**src/rtl/mlpwm_pkg.sv**
```systemverilog
package mlpwm_pkg;

  localparam int NBAND  = 4;
  localparam int LVL_W  = 4;
  localparam int GATE_W = 7;
  localparam int POS_BIT = 2;  // switch 5
  localparam int NEG_BIT = 3;  // switch 4

  typedef struct packed {
    logic run;
    logic countUp;
    logic triHold;
    logic applyDirect;
    logic applyMasked;
    logic gateRelease;
  } pwmCtrl_t;

  typedef struct packed {
    logic atTop;
    logic atBottom;
    logic tgtChanged;
  } pwmStat_t;

  function automatic logic [GATE_W-1:0] levelToGates(input logic signed [LVL_W-1:0] lvl);
    logic [GATE_W-1:0] g;
    case (lvl)
      4'sd1:  g = 7'b0010100;
      4'sd2:  g = 7'b0100100;
      4'sd3:  g = 7'b1000100;
      4'sd4:  g = 7'b0000110;
      -4'sd1: g = 7'b1001000;
      -4'sd2: g = 7'b0101000;
      -4'sd3: g = 7'b0011000;
      -4'sd4: g = 7'b0001001;
      default: g = '0;
    endcase
    return g;
  endfunction

endpackage

```
**src/rtl/mlpwm_ctrl.sv**
```systemverilog
module mlpwm_ctrl
  import mlpwm_pkg::*;
#(
  parameter int DT_W = 4
) (
  input  logic            clk,
  input  logic            rstN,
  input  logic            enable,
  input  logic [DT_W-1:0] deadTime,
  input  pwmStat_t        stat,
  output pwmCtrl_t        ctrl
);

  logic            dirUpQ;
  logic [DT_W-1:0] dtCnt;

  always_comb begin
    ctrl.run         = enable;
    ctrl.triHold     = stat.atTop && stat.atBottom;
    ctrl.countUp     = dirUpQ ? !stat.atTop : stat.atBottom;
    ctrl.applyDirect = enable && stat.tgtChanged && (deadTime == '0);
    ctrl.applyMasked = enable && stat.tgtChanged && (deadTime != '0);
    ctrl.gateRelease = enable && !stat.tgtChanged && (dtCnt == DT_W'(1));
  end

  always_ff @(posedge clk or negedge rstN) begin
    if (!rstN)        dirUpQ <= 1'b1;
    else if (!enable) dirUpQ <= 1'b1;
    else              dirUpQ <= ctrl.countUp;
  end

  always_ff @(posedge clk or negedge rstN) begin
    if (!rstN)                dtCnt <= '0;
    else if (!enable)         dtCnt <= '0;
    else if (stat.tgtChanged) dtCnt <= deadTime;
    else if (dtCnt != '0)     dtCnt <= dtCnt - DT_W'(1);
  end

  AST_DT_IDLE: assert property (@(posedge clk) disable iff (!rstN)
    !enable |=> (dtCnt == '0));

endmodule

```
**src/rtl/mlpwm_datapath.sv**
```systemverilog
module mlpwm_datapath
  import mlpwm_pkg::*;
#(
  parameter int REF_W = 12,
  parameter int CNT_W = 8
) (
  input  logic                    clk,
  input  logic                    rstN,
  input  logic signed [REF_W-1:0] refSample,
  input  logic [CNT_W-1:0]        carrierPeriod,
  input  pwmCtrl_t                ctrl,
  output pwmStat_t                stat,
  output logic [GATE_W-1:0]       gateQ,
  output logic signed [LVL_W-1:0] levelQ
);

  localparam int CMP_W = ((REF_W > CNT_W + 3) ? REF_W : CNT_W + 3) + 1;

  logic [CNT_W-1:0]        triQ;
  logic [CNT_W-1:0]        peakEff;
  logic signed [CMP_W-1:0] refExt;
  logic signed [CMP_W-1:0] peakS;
  logic signed [CMP_W-1:0] triS;
  logic [NBAND-1:0]        upHit;
  logic [NBAND-1:0]        loHit;
  logic signed [LVL_W-1:0] rawLevel;
  logic [GATE_W-1:0]       tgtQ;
  logic [GATE_W-1:0]       tgtNext;

  assign peakEff = (carrierPeriod == '0) ? CNT_W'(1) : carrierPeriod;
  assign refExt  = {{(CMP_W-REF_W){refSample[REF_W-1]}}, refSample};
  assign peakS   = {{(CMP_W-CNT_W){1'b0}}, peakEff};
  assign triS    = {{(CMP_W-CNT_W){1'b0}}, triQ};

  // one triangle, band offsets added per carrier: all carriers stay in phase
  for (genvar k = 0; k < NBAND; k++) begin : g_band
    localparam logic signed [CMP_W-1:0] KMUL = CMP_W'(k);
    logic signed [CMP_W-1:0] baseK;
    assign baseK    = peakS * KMUL;
    assign upHit[k] = refExt > (baseK + triS);
    assign loHit[k] = refExt <= (triS - baseK - peakS);
  end

  assign rawLevel = LVL_W'($countones(upHit) - $countones(loHit));

  assign stat.atTop      = (triQ >= (peakEff - CNT_W'(1)));
  assign stat.atBottom   = (triQ == '0);
  assign tgtNext         = levelToGates(levelQ);
  assign stat.tgtChanged = (tgtNext != tgtQ);

  always_ff @(posedge clk or negedge rstN) begin
    if (!rstN)              triQ <= '0;
    else if (!ctrl.run)     triQ <= '0;
    else if (ctrl.triHold)  triQ <= triQ;
    else if (ctrl.countUp)  triQ <= triQ + CNT_W'(1);
    else                    triQ <= triQ - CNT_W'(1);
  end

  always_ff @(posedge clk or negedge rstN) begin
    if (!rstN)                   levelQ <= '0;
    else if (!ctrl.run)          levelQ <= '0;
    else if (rawLevel > levelQ)  levelQ <= levelQ + 4'sd1;
    else if (rawLevel < levelQ)  levelQ <= levelQ - 4'sd1;
  end

  always_ff @(posedge clk or negedge rstN) begin
    if (!rstN) begin
      tgtQ  <= '0;
      gateQ <= '0;
    end else if (!ctrl.run) begin
      tgtQ  <= '0;
      gateQ <= '0;
    end else if (ctrl.applyDirect) begin
      tgtQ  <= tgtNext;
      gateQ <= tgtNext;
    end else if (ctrl.applyMasked) begin
      tgtQ  <= tgtNext;
      gateQ <= gateQ & tgtNext;
    end else if (ctrl.gateRelease) begin
      gateQ <= tgtQ;
    end
  end

  AST_IDLE_CLEAR: assert property (@(posedge clk) disable iff (!rstN)
    !ctrl.run |=> (levelQ == '0 && gateQ == '0 && triQ == '0));
  AST_LEVEL_RANGE: assert property (@(posedge clk) disable iff (!rstN)
    (levelQ >= -4'sd4) && (levelQ <= 4'sd4));
  AST_LEVEL_SLEW: assert property (@(posedge clk) disable iff (!rstN)
    ctrl.run |=> ((levelQ == $past(levelQ)) || (levelQ == $past(levelQ) + 4'sd1) || (levelQ == $past(levelQ) - 4'sd1)));
  AST_ZERO_OFF: assert property (@(posedge clk) disable iff (!rstN)
    (ctrl.run && levelQ == '0) |=> (gateQ == '0));
  AST_POLARITY_EXCL: assert property (@(posedge clk) disable iff (!rstN)
    !(gateQ[POS_BIT] && gateQ[NEG_BIT]));
  AST_GATE_SUBSET: assert property (@(posedge clk) disable iff (!rstN)
    (gateQ & ~tgtQ) == '0);
  AST_DEAD_MASK: assert property (@(posedge clk) disable iff (!rstN)
    (ctrl.run && ctrl.applyMasked) |=> ((gateQ & ~$past(gateQ)) == '0));

endmodule

```
**src/rtl/mlpwm_top.sv**
```systemverilog
module mlpwm_top
  import mlpwm_pkg::*;
#(
  parameter int REF_W = 12,
  parameter int CNT_W = 8,
  parameter int DT_W  = 4
) (
  input  logic                    clk,
  input  logic                    rstN,
  input  logic                    enable,
  input  logic signed [REF_W-1:0] refSample,
  input  logic [CNT_W-1:0]        carrierPeriod,
  input  logic [DT_W-1:0]         deadTime,
  output logic [GATE_W-1:0]       gates,
  output logic signed [LVL_W-1:0] levelCode
);

  pwmCtrl_t ctrl;
  pwmStat_t stat;

  mlpwm_ctrl #(.DT_W(DT_W)) u_ctrl (
    .clk      (clk),
    .rstN     (rstN),
    .enable   (enable),
    .deadTime (deadTime),
    .stat     (stat),
    .ctrl     (ctrl)
  );

  mlpwm_datapath #(.REF_W(REF_W), .CNT_W(CNT_W)) u_dp (
    .clk           (clk),
    .rstN          (rstN),
    .refSample     (refSample),
    .carrierPeriod (carrierPeriod),
    .ctrl          (ctrl),
    .stat          (stat),
    .gateQ         (gates),
    .levelQ        (levelCode)
  );

endmodule

```
**config.mk**
```make
export PLATFORM = sky130hd
export DESIGN_NAME = mlpwm_top
export DESIGN_NICKNAME = d
export VERILOG_FILES = /design/src/rtl/mlpwm_pkg.sv /design/src/rtl/mlpwm_ctrl.sv /design/src/rtl/mlpwm_datapath.sv /design/src/rtl/mlpwm_top.sv
export SDC_FILE = /design/constraint.sdc
export NUM_CORES = 1
export LEC_CHECK = 0
export BUFFER_PORTS_ARGS = -buffer_cell sky130_fd_sc_hd__buf_2
export CORE_ASPECT_RATIO = 0.7
export CORE_MARGIN = 1
export CORE_UTILIZATION = 55
export CTS_BUF_LIST = sky130_fd_sc_hd__clkbuf_8 sky130_fd_sc_hd__clkbuf_16
export CTS_CLUSTER_DIAMETER = 50
export CTS_CLUSTER_SIZE = 25
export DETAILED_ROUTE_END_ITERATION = 12
export GPL_TIMING_DRIVEN = 0
export MAX_ROUTING_LAYER = met4
export PLACE_DENSITY = 0.75
export RECOVER_POWER = 25
export SYNTH_ARGS = -nofsm -noshare
export SYNTH_HDL_FRONTEND = slang
export SYNTH_SLANG_ARGS = --single-unit
```
**constraint.sdc**
```tcl
create_clock -name clk -period 25.6 [get_ports clk]
set_clock_uncertainty 0.05 [all_clocks]
set_input_delay 2.56 -clock clk [delete_from_list [all_inputs] [get_ports clk]]
set_output_delay 2.56 -clock clk [all_outputs]
set_load 0.005 [all_outputs]
```
### Word-level counts from Yosys, hierarchy flattened

Memory sizes are Yosys's and may differ from the RTL's.
Index checks and enable logic that the tools add are counted.

| cells by class | value |
|---|---|
| order comparisons | 11 |
| div/mod/pow operators | 0 |
| shift-type cells | 0 |
| muxes and demuxes | 19 |
| eq/ne operators | 7 |
| bitwise logic cells | 1 |
| add/subtract/negate cells | 22 |
| $mul | 1 |
| reductions and logical operators | 13 |

Operator list:

| cell | number |
|---|---|
| 7-bit 2-to-1 mux | 7 |
| 12-bit by 13-bit <= comparator with 1-bit output | 3 |
| 8-bit 2-to-1 mux | 4 |
| 13-bit by 9-bit subtractor with 13-bit output | 2 |
| 4-bit 2-to-1 mux | 6 |
| 8-bit logical NOT | 2 |
| 8-bit by 1-bit subtractor with 8-bit output, second input constant | 2 |
| 13-bit by 9-bit adder with 13-bit output | 1 |
| 12-bit by 13-bit > comparator with 1-bit output | 1 |
| 9-bit by 13-bit subtractor with 13-bit output | 1 |
| 12-bit by 10-bit > comparator with 1-bit output | 1 |
| 12-bit by 11-bit > comparator with 1-bit output | 1 |
| 12-bit by 9-bit > comparator with 1-bit output | 1 |
| 12-bit by 9-bit <= comparator with 1-bit output | 1 |
| 9-bit by 8-bit adder with 10-bit output | 1 |
| 8-bit by 2-bit multiplier with 10-bit output, second input constant | 1 |
| 8-bit by 9-bit subtractor with 10-bit output | 1 |
| 9-bit by 9-bit subtractor with 10-bit output | 1 |
| 8-bit by 8-bit adder with 9-bit output | 1 |
| 3-bit by 1-bit != test with 1-bit output, second input constant | 3 |
| 8-bit by 8-bit subtractor with 9-bit output | 1 |
| 1-bit by 1-bit adder with 2-bit output | 4 |
| 4-bit adder | 2 |
| 8-bit by 1-bit adder with 8-bit output, second input constant | 1 |
| 17 further kinds | 25 |

| storage, ports and cells | value |
|---|---|
| input port bits | 27 |
| bits in writable memories | 0 |
| word-level logic and storage cells | 81 |
| bits in read-only memories | 112 |
| memories | 1 |
| latch bits | 0 |
| output and inout port bits | 11 |
| flip-flop bits (word level) | 31 |

Memories:

| name | depth | width | read ports | clocked after Yosys merged registers in | write ports | RTL line | text |
|---|---|---|---|---|---|---|---|
| (no name shown) | 16 | 7 | 1 | 0 | 0 | mlpwm_pkg.sv:26 | `case (lvl)` |

### Depth between registers and ports, before layout

Gate-level depths: netlist of run 1.

| logic depth | value |
|---|---|
| word-level depth | 13 |
| depth in mapped cells | 43 |
| depth with buffers taken out | 43 |

### Modules after synthesis

Synthesis of run 1 repeated with hierarchy kept, for this count alone.

| second synthesis, totals | value |
|---|---|
| cells, all modules | 951 |
| area total of the unflattened synthesis | 7738.7 µm² |

By module, submodules not included:

| module | area an instance (µm²) | cells an instance | instances |
|---|---|---|---|
| mlpwm_datapath | 7398.3 | 912 | 1 |
| mlpwm_ctrl | 340.3 | 39 | 1 |

### Worst setup path before layout of run 1

No wires, ideal clock.

| timing path | value |
|---|---|
| kind | input to register |
| from | in carrierPeriod[2] |
| to | reg u_dp.levelQ[3] |
| stages | 43 |
| setup time | 119 ps |
| path slack | 14256 ps |
| buffers on the path | 0 |
| arrival | 11175 ps |
| cells stage by stage | inv_1 > ha_1 > and4b_1 > a21oi_4 > inv_1 > ha_1 > ha_1 > a21o_1 > a21o_1 > a21oi_1 > o21bai_1 > a21o_1 > xor2_1 > fa_1 > inv_1 > ha_1 > a21oi_1 > o211ai_1 > [7 not listed] > or3_1 > ha_1 > fa_1 > fa_1 > inv_1 > ha_1 > fa_1 > ha_1 > nor2b_1 > o21ai_0 > a31oi_1 > nand2_1 > ha_1 > a21o_1 > a21oi_1 > mux2i_1 > xnor2_1 > and2_1 |

| between the ends | value |
|---|---|
| word-level cells in the longest chain between the ends | 12 |
| elaborated cells between the ends (all ways) | 31 |
| those cells by class | add/sub: 16; mul: 1; order compare: 9; eq/ne: 1; mux: 3; reduce/logical: 1 |

RTL lines:

| what | RTL line | text |
|---|---|---|
| start, declared | mlpwm_top.sv:12 | `input logic [CNT_W-1:0] carrierPeriod,` |
| 8-bit logical NOT | mlpwm_datapath.sv:30 | `assign peakEff = (carrierPeriod == '0) ? CNT_W'(1) : carrierPeriod;` |
| 8-bit 2-to-1 mux (*) | mlpwm_datapath.sv:30 |  |
| 8-bit by 2-bit multiplier with 10-bit output | mlpwm_datapath.sv:39 | `assign baseK = peakS * KMUL;` |
| 9-bit by 13-bit subtractor with 13-bit output | mlpwm_datapath.sv:41 | `assign loHit[k] = refExt <= (triS - baseK - peakS);` |
| 13-bit by 9-bit subtractor with 13-bit output | mlpwm_datapath.sv:41 |  |
| 12-bit by 13-bit <= comparator with 1-bit output | mlpwm_datapath.sv:41 |  |
| 1-bit by 1-bit adder with 2-bit output (not written as such) | mlpwm_datapath.sv:44 | `assign rawLevel = LVL_W'($countones(upHit) - $countones(loHit));` |
| 4-bit adder (not written as such) | mlpwm_datapath.sv:44 |  |
| 4-bit subtractor (*) | mlpwm_datapath.sv:44 |  |
| 4-bit > comparator | mlpwm_datapath.sv:62 | `else if (rawLevel > levelQ) levelQ <= levelQ + 4'sd1;` |
| 4-bit 2-to-1 mux | mlpwm_datapath.sv:62 |  |
| 4-bit 2-to-1 mux | mlpwm_datapath.sv:61 | `else if (!ctrl.run) levelQ <= '0;` |
| end signal, assigned | mlpwm_datapath.sv:62 |  |
| end signal, assigned | mlpwm_datapath.sv:63 | `else if (rawLevel < levelQ) levelQ <= levelQ - 4'sd1;` |
| end, declared | mlpwm_datapath.sv:14 | `output logic signed [LVL_W-1:0] levelQ` |

Every way passes the cells marked *; elsewhere a longest branch is shown, timed or not.
A chain may end at the register's enable or synchronous reset.

### Worst setup path after layout of run 1

Same ends and word-level chain as after synthesis.

==> results.ini, run 1 <==
[outcome]
status=finished, violations left
violations=capacitance limit, slew limit

[floorplan]
start_util_pct=57.0
floorplan.io_pins=38
die_y_um=100
floorplan.core_area_mm2=0.0133
die_outline_width_um=142
design.die.area_mm2=0.0142
placement_rows=35

[clock_network]
post-cts-setup-buffer-count=0
clk_latency_ns=0.29
numCtsBuffers=5
cts.sink_count=31
cts-htree-levels=2
tritoncts=done
clk_path_buf_depth=2
hold_buffers=0
cts-resized-gates=0
cts.clk_slew.worst_paths_ns=0.05
cts_root_buffer=sky130_fd_sc_hd__clkbuf_16

[pwr]
p_switching_uw=613
ir_worst_vdd_v=0.000107
cellLeakagePower_uw=0.00421
power_switching_share_pct=52.0
seqPwrFrac_pct=7.9
clock_power_share_pct=4.9
intPower_uw=565
p_per_area_mw_per_mm2=145
power.share.combinational_pct=87.1

[sta]
unrepaired_setup_endpoints_after_global_routing=false
tightestPinTransition_ns=1.71
final_period_minus_worst_setup_slack_ns=12.67
post-route-period-util_pct=49.5
slew_viol_final=32
fin_ws_ns=12.93
tns_ns=0
timing.final.hold_violations=0
report.final.setup_viol=0
fmaxAchievable_mhz=78.9
timing.slew.headroom_pct=-14.0

[drt]
via_density_per_instance=5.93
first_iter_violations=431
postRouteWirelength_mm=20.4
drc_errors=0
drt_pass1_iterations=5
routed_wire_length_per_instance_um=17.8
route.vias.total=6802
detail-route-antenna-nets=0

[setup_path]
critical_path.top_delay_family=adder cells
rr_startpoint=u_dp.triQ[1]
crit_top_cell=sky130_fd_sc_hd__ha_1
timing.critical_path.fanout_max=6
timing.critical_path.required_ns=25.73
cp_slowest_cell=sky130_fd_sc_hd__fa_1
critPathLaunch=carrierPeriod[2]
critical_path.endpoint_type=flop
timing.setup.critical_path_class=input port to flop
cp.arrival_ns=12.80
critical_path_buf_inv_count=5
critPathLaunchType=input port
crit_path_max_incr_delay_ns=0.54

[layout]
num-fill-cells=1195
areaGrowthSynthToFinish_pct=7.34
layout.area.seq_um2=777
antennaDiodeCount=0
final_net_count=1201
drive_above_1_share_pct=6.54
multi_input_gate_area_mm2=0.00634

[placement]
dpl.hpwl_mm=16.3
place.gp.congestion=1.01
pre_cts_slack_ns=12.78
portBuffers=37

[synthesis]
synth_seq_cells=31
synth_edf_count=0
synth-seq-area-share_pct=10.3
ys_dominant_reg_cell=sky130_fd_sc_hd__dfrtp_1
syn-instance-count=918
synth_area_mm2=0.00757
synthDistinctLibCells=63
synthArstFlopShare_pct=100
syn-mean-instance-area_um2=8.24
yosys_warnings=0
postSynthNetCount=1157

[grt]
grt_max_degree=32
grt_pass1_wl_mm=32.6
track_usage_pct=30.6
grt_remaining_overflow=0
antenna_found_initial=0
via_count_of_the_first_global_routing_pass=6290

[hold_path]
hold_start=u_dp.gateQ[2]
timing.hold.worst.class=flop to flop

[job]
max_cap_violations=1

==> kinds of logic after synthesis <==
| family | after synthesis | synth area share (%) |
|---|---|---|
| AO/OA/AOI/OAI | 231 | 20.3 |
| XOR/XNOR | 73 | 8.45 |
| adder cells (fa/ha/maj) | 213 | 37.0 |
| buffers and inverters | 117 | 5.94 |
| flip-flops | 31 | 10.3 |
| multiplexers | 12 | 1.64 |
| AND/OR/NAND/NOR | 241 | 16.5 |
==> through the flow <==
stage                     area [um2]  util, %  std cells  power [uW]  hold slack, ns
after CTS                       8120     61.2       1148        1160           0.466
after floorplan                 7570        -        918         888           0.455
final                           8120     61.2       1148        1180           0.465
after global routing            8120     61.2       1148        1320           0.492
after global placement          7980     60.2       1140        1070           0.457
after detailed placement        7980     60.2       1140        1100           0.447
==> cells in the mapped netlist, types with 16 or more instances <==
cell / number / share of area (%)
sky130_fd_sc_hd__a21o_1: 23 / 2.3
sky130_fd_sc_hd__a21oi_1: 59 / 3.9
sky130_fd_sc_hd__dfrtp_1: 30 / 9.9
sky130_fd_sc_hd__fa_1: 18 / 4.8
sky130_fd_sc_hd__ha_1: 194 / 32
sky130_fd_sc_hd__inv_1: 102 / 5.1
sky130_fd_sc_hd__nand2_1: 44 / 2.2
sky130_fd_sc_hd__nand3_1: 21 / 1.4
sky130_fd_sc_hd__nand4_1: 18 / 1.5
sky130_fd_sc_hd__nor2_1: 60 / 3.0
sky130_fd_sc_hd__nor2b_1: 24 / 2.0
sky130_fd_sc_hd__o21a_1: 21 / 2.1
sky130_fd_sc_hd__o21ai_0: 45 / 3.0
sky130_fd_sc_hd__o21bai_1: 16 / 1.6
sky130_fd_sc_hd__xnor2_1: 51 / 5.9
sky130_fd_sc_hd__xor2_1: 22 / 2.5
==> power by group through the flow <==
stage / Clock, uW / Sequential [uW] / Combinational, uW
after floorplan: 0 / 83.5 / 804
after global placement: 0 / 93.2 / 972
after detailed placement: 0 / 93.4 / 1010
after CTS: 58.2 / 92.7 / 1010
after global routing: 61.5 / 95.7 / 1170
final: 58.0 / 93.5 / 1030
==> registers in the layout, summed over array words and instances, names as in the netlist <==
signal and flops:
u_dp.levelQ 4, u_dp.triQ 8, u_ctrl.dtCnt 4, u_ctrl.dirUpQ 1, u_dp.gateQ 7, u_dp.tgtQ 7
==> placed cells by master, fill, tap and decap left out, types with 14 or more instances in the layout <==
cell and instances:
sky130_fd_sc_hd__xnor2_1 51, sky130_fd_sc_hd__buf_2 37, sky130_fd_sc_hd__o21ai_0 45, sky130_fd_sc_hd__inv_1 103
sky130_fd_sc_hd__nand3_1 21, sky130_fd_sc_hd__nand2b_1 14, sky130_fd_sc_hd__nand2_1 44, sky130_fd_sc_hd__a21oi_1 59
sky130_fd_sc_hd__xor2_1 22, sky130_fd_sc_hd__o21bai_1 16, sky130_fd_sc_hd__o21a_1 21, sky130_fd_sc_hd__nand4_1 18
sky130_fd_sc_hd__a21o_1 23, sky130_fd_sc_hd__ha_1 194, sky130_fd_sc_hd__fa_1 18, sky130_fd_sc_hd__nor3_1 15
sky130_fd_sc_hd__dfrtp_1 30, sky130_fd_sc_hd__nor2_1 60, sky130_fd_sc_hd__nor2b_1 24
==> area by class of cell <==
type,instances,area share (%)
timing repair buffer,37,2.25
tap,185,2.85
multi-input combinational,770,78.1
clock inverter,3,0.200
clock buffer,5,1.54
buffer,14,0.770
sequential,31,9.57
inverter,103,4.76
==> path summary, 6_finish.rpt <==
kind / endpoint / slack (ns) / depth (start not counted)
hold / removal: u_dp.gateQ[2] / 0.46 / 1
setup / recovery: u_dp.levelQ[3] / 12.93 / 44
min in group asynchronous: u_dp.tgtQ[2] / 2.66 / 1
hold reg to reg: u_dp.gateQ[2] / 0.46 / 1
setup reg to reg: u_dp.levelQ[3] / 16.39 / 38
max in group asynchronous: u_dp.triQ[7] / 21.84 / 1
==> layer usage <==
| layer | GRT usage [%] | share of wire (%) | routed length (um) |
|---|---|---|---|
| met5 | - | 0 | 0 |
| met4 | 5.87 | 1.5 | 308 |
| met3 | 5.53 | 8.4 | 1720 |
| met2 | 41.9 | 39 | 7890 |
| met1 | 46.0 | 51 | 10500 |
==> worst register-to-register path, delay by kind of cell, from the launching register on <==
family                   cells  cell delay (ns)
XOR/XNOR                     2             0.25
multiplexers                 1             0.25
buffers and inverters        2             0.37
flip-flops                   1             0.70
AND/OR/NAND/NOR             11             1.41
AO/OA/AOI/OAI               11             2.06
adder cells (fa/ha/maj)     11             4.01
Note: power is estimated with default switching activity, not from simulation.
==> run 2: changes to the inputs <==
--- a/config.mk
+++ b/config.mk
@@ -5,6 +5,7 @@
 export SDC_FILE = /design/constraint.sdc
 export NUM_CORES = 1
 export LEC_CHECK = 0
+export ABC_AREA = 1
 export BUFFER_PORTS_ARGS = -buffer_cell sky130_fd_sc_hd__buf_2
 export CORE_ASPECT_RATIO = 0.7
 export CORE_MARGIN = 1
@@ -15,7 +16,7 @@
 export DETAILED_ROUTE_END_ITERATION = 12
 export GPL_TIMING_DRIVEN = 0
 export MAX_ROUTING_LAYER = met4
-export PLACE_DENSITY = 0.75
+export PLACE_DENSITY = 0.77
 export RECOVER_POWER = 25
 export SYNTH_ARGS = -nofsm -noshare
 export SYNTH_HDL_FRONTEND = slang
==> constraint.sdc (replaced) <==
create_clock -name clk -period 10.6 [get_ports clk]
set_clock_uncertainty 0.05 [all_clocks]
set_input_delay 1.06 -clock clk [delete_from_list [all_inputs] [get_ports clk]]
set_output_delay 1.06 -clock clk [all_outputs]
set_load 0.005 [all_outputs]
==> results.ini, run 2 <==
[sta]
post-route-period-util_pct=92.4
final_period_minus_worst_setup_slack_ns=9.79
unrepaired_setup_endpoints_after_global_routing=false  ; unchanged
report.final.setup_viol=0  ; unchanged
timing.slew.headroom_pct=-8.80  ; was -14.0%
tns_ns=0  ; unchanged
slew_viol_final=32  ; unchanged
fmaxAchievable_mhz=102
timing.final.hold_violations=0  ; unchanged
tightestPinTransition_ns=1.63  ; was 1.71 ns

[synthesis]
muxShareOfSynthArea_pct=0  ; was 1.64%
postSynthNetCount=1383  ; was 1,157
synth_seq_cells=31  ; unchanged
largest_cells_by_area_after_synthesis=sky130_fd_sc_hd__ha_1 (31%), sky130_fd_sc_hd__nand2_1 (12%), sky130_fd_sc_hd__dfrtp_1 (9.4%), sky130_fd_sc_hd__inv_1 (8.3%), sky130_fd_sc_hd__a21oi_1 (6.2%)  ; was sky130_fd_sc_hd__ha_1 (32%), sky130_fd_sc_hd__dfrtp_1 (9.9%), sky130_fd_sc_hd__xnor2_1 (5.9%), sky130_fd_sc_hd__inv_1 (5.1%), sky130_fd_sc_hd__fa_1 (4.8%)
yosys_warnings=0  ; unchanged
synthArstFlopShare_pct=100  ; unchanged
ys_dominant_reg_cell=sky130_fd_sc_hd__dfrtp_1  ; unchanged
synth_edf_count=0  ; unchanged
syn-mean-instance-area_um2=6.95  ; was 8.24 um2
netlist.area_leader.share_pct=30.6  ; was 32.1%
ys_top_cells_by_count=sky130_fd_sc_hd__nand2_1 (247), sky130_fd_sc_hd__ha_1 (194), sky130_fd_sc_hd__inv_1 (176)  ; was sky130_fd_sc_hd__ha_1 (194), sky130_fd_sc_hd__inv_1 (102), sky130_fd_sc_hd__nor2_1 (60)
synth-seq-area-share_pct=9.78  ; was 10.3%
synthDistinctLibCells=48  ; was 63
main_combinational_cell_family_by_area_after_synthesis=adder cells  ; unchanged
synth-adder-area-share_pct=35.1  ; was 37.0%
synth_area_mm2=0.00795  ; was 0.00757 mm2
syn-instance-count=1144  ; was 918
synth_area_leader_cell=sky130_fd_sc_hd__ha_1  ; unchanged
synth-xor-area-share_pct=7.72  ; was 8.45%
synth_compound_gate_area_share_pct=14.1  ; was 20.3%
yosys.cell_count.top_type=sky130_fd_sc_hd__nand2_1  ; was sky130_fd_sc_hd__ha_1
synth-simple-area-share_pct=24.1  ; was 16.5%

[grt]
grt_pass1_wl_mm=34.1  ; was 32.6 mm
via_count_of_the_first_global_routing_pass=6697  ; was 6,290
grt_max_degree=32  ; unchanged
antenna_found_initial=0  ; unchanged
track_usage_pct=30.1  ; was 30.6%
grt_remaining_overflow=0  ; unchanged

[outcome]
status=finished, violations left  ; unchanged
violations=capacitance limit, slew limit  ; unchanged

[layout]
num-fill-cells=1312  ; was 1,195
multi_input_gate_area_mm2=0.00650  ; was 0.00634 mm2
largest_reg_flops=8  ; unchanged
final_common_cell=sky130_fd_sc_hd__nand2_1  ; was sky130_fd_sc_hd__ha_1
final_util_pct=61.8  ; was 61.2%
mostFrequentLayoutCells=sky130_fd_sc_hd__nand2_1 (245), sky130_fd_sc_hd__ha_1 (194), sky130_fd_sc_hd__inv_1 (171), sky130_fd_sc_hd__a21oi_1 (98), sky130_fd_sc_hd__nor2_1 (75)  ; was sky130_fd_sc_hd__ha_1 (194), sky130_fd_sc_hd__inv_1 (103), sky130_fd_sc_hd__nor2_1 (60), sky130_fd_sc_hd__a21oi_1 (59), sky130_fd_sc_hd__xnor2_1 (51)
layout_top_registers=u_dp.triQ: 8 flops, u_dp.gateQ: 7 flops, u_dp.tgtQ: 7 flops  ; unchanged
final_net_count=1433  ; was 1,201
areaGrowthSynthToFinish_pct=9.02  ; was 7.34%
drive_above_1_share_pct=7.95  ; was 6.54%
antennaDiodeCount=0  ; unchanged
top_register=u_dp.triQ  ; unchanged
layout.area.seq_um2=777  ; unchanged

[pwr]
p_switching_uw=1550  ; was 613 uW
clock_power_share_pct=5.9  ; was 4.9%
power_switching_share_pct=55.2  ; was 52.0%
ir_worst_vdd_v=0.000217  ; was 0.000107 V
power.share.combinational_pct=86.0  ; was 87.1%
cellLeakagePower_uw=0.00493  ; was 0.00421 uW
intPower_uw=1260  ; was 565 uW
p_per_area_mw_per_mm2=324  ; was 145 mW/mm2
seqPwrFrac_pct=8.1  ; was 7.9%

[setup_path]
crit_top_cell=sky130_fd_sc_hd__ha_1  ; unchanged
rr_startpoint=u_dp.triQ[1]  ; unchanged
critical_path.endpoint_type=flop  ; unchanged
timing.critical_path.fanout_max=8  ; was 6
critPathLaunchType=input port  ; unchanged
cp.arrival_ns=9.90  ; was 12.80 ns
crit_path_max_incr_delay_ns=0.54  ; about the same
timing.setup.critical_path_class=input port to flop  ; unchanged
timing.critical_path.required_ns=10.71  ; was 25.73 ns
reg2reg_to=u_dp.levelQ[3]  ; unchanged
reg2reg_setup_slack_ns=2.07  ; was 16.39 ns
reg2reg_depth=40  ; was 38
cp_slowest_cell=sky130_fd_sc_hd__fa_1  ; unchanged

[clock_network]
clk_path_buf_depth=2  ; unchanged
cts.clk_slew.worst_paths_ns=0.05  ; about the same
tritoncts=done  ; unchanged
numCtsBuffers=5  ; unchanged
cts-htree-levels=2  ; unchanged
cts.sink_count=31  ; unchanged
cts_root_buffer=sky130_fd_sc_hd__clkbuf_16  ; unchanged
clk_latency_ns=0.28  ; was 0.29 ns
hold_buffers=0  ; unchanged

[drt]
route.vias.total=7654  ; was 6,802
postRouteWirelength_mm=21.3  ; was 20.4 mm
routed_wire_length_per_instance_um=15.4  ; was 17.8 um
first_iter_violations=592  ; was 431
drt_pass1_iterations=5  ; unchanged
detail-route-antenna-nets=0  ; unchanged
via_density_per_instance=5.53  ; was 5.93
drc_errors=0  ; unchanged

[floorplan]
design.die.area_mm2=0.0149  ; was 0.0142 mm2
die_y_um=103  ; was 100 um
die_outline_width_um=146  ; was 142 um
placement_rows=36  ; was 35
floorplan.io_pins=38  ; unchanged
start_util_pct=56.7  ; was 57.0%
floorplan.core_area_mm2=0.0140  ; was 0.0133 mm2

[hold_path]
timing.hold.worst.class=flop to flop  ; unchanged
hold_end=u_ctrl.dtCnt[1]  ; was u_dp.gateQ[2]
holdPathStages=2  ; was 1
hold_start=u_ctrl.dtCnt[1]  ; was u_dp.gateQ[2]

[placement]
dpl.hpwl_mm=17.2  ; was 16.3 mm
place.gp.congestion=0.992  ; was 1.01
portBuffers=36  ; was 37

[job]
max_cap_violations=1  ; unchanged

run 2: per-stage QoR:
step,instance area [um2],setup WS (ns),hold WS (ns),std cells,total power (uW)
2_1_floorplan,7950,1.47,0.399,1144,2090
3_3_place_gp,8360,-0.158,0.418,1370,2530
3_5_place_dp,8360,-0.265,0.421,1370,2590
4_1_cts,8540,0.0153,0.435,1378,2780
5_1_grt,8660,0.0198,0.494,1385,3220
6_report,8660,0.808,0.430,1385,2810
run 2: layout make-up:
cell class                 instances  area share (%)
clock inverter                     2           0.404
sequential                        31            8.97
multi-input combinational        921            75.0
timing repair buffer              43            2.70
inverter                         182            8.00
clock buffer                       6            1.60
buffer                            10           0.534
tap                              190            2.74
run 2: power by group through the flow:
stage / clock network, uW / registers [uW] / logic [uW]
2_1_floorplan: 0 / 200 / 1890
3_3_place_gp: 0 / 225 / 2300
3_5_place_dp: 0 / 226 / 2370
4_1_cts: 169 / 224 / 2380
5_1_grt: 175 / 230 / 2820
6_report: 166 / 226 / 2410
run 2: kinds of logic (layout without fill, tap and decap cells):
logic type | count (synthesis) | in the layout
buf+inv | 192 | 243
xor+xnor | 70 | 70
flops | 31 | 31
compound gates | 196 | 196
fa+ha+maj | 212 | 212
simple gates | 443 | 443
run 2: worst max-delay path by stage:
stage	startpoint	endpoint	cells after the start
after floorplan	carrierPeriod[2]	u_dp.levelQ[3]	49
after global placement	carrierPeriod[2]	u_dp.levelQ[3]	50
after detailed placement	carrierPeriod[2]	u_dp.levelQ[3]	50
after CTS	carrierPeriod[2]	u_dp.levelQ[3]	50
after global routing	carrierPeriod[2]	u_dp.levelQ[3]	50
final	carrierPeriod[2]	u_dp.levelQ[3]	50
run 2: layer usage:
layer / wire (um) / GRT usage, % / vias up / share of wire [%]
met5: 0 / - / - / 0
met4: 155 / 3.24 / 0 / 0.73
met3: 1670 / 3.58 / 18 / 7.8
met2: 8500 / 43.8 / 266 / 40
met1: 11000 / 45.2 / 3452 / 52
li1: - / - / 3918 / -
run 2: timing repair:
action	CTS	global route
gates resized for setup	0	24
setup endpoints to repair	0	4
buffers inserted	0	7
run 2: critical path: cells and delay by family:
| family | cells | cell delay, ns |
|---|---|---|
| compound gates | 11 | 1.57 |
| xor+xnor | 3 | 0.51 |
| fa+ha+maj | 12 | 4.32 |
| buf+inv | 10 | 0.86 |
| simple gates | 14 | 1.56 |
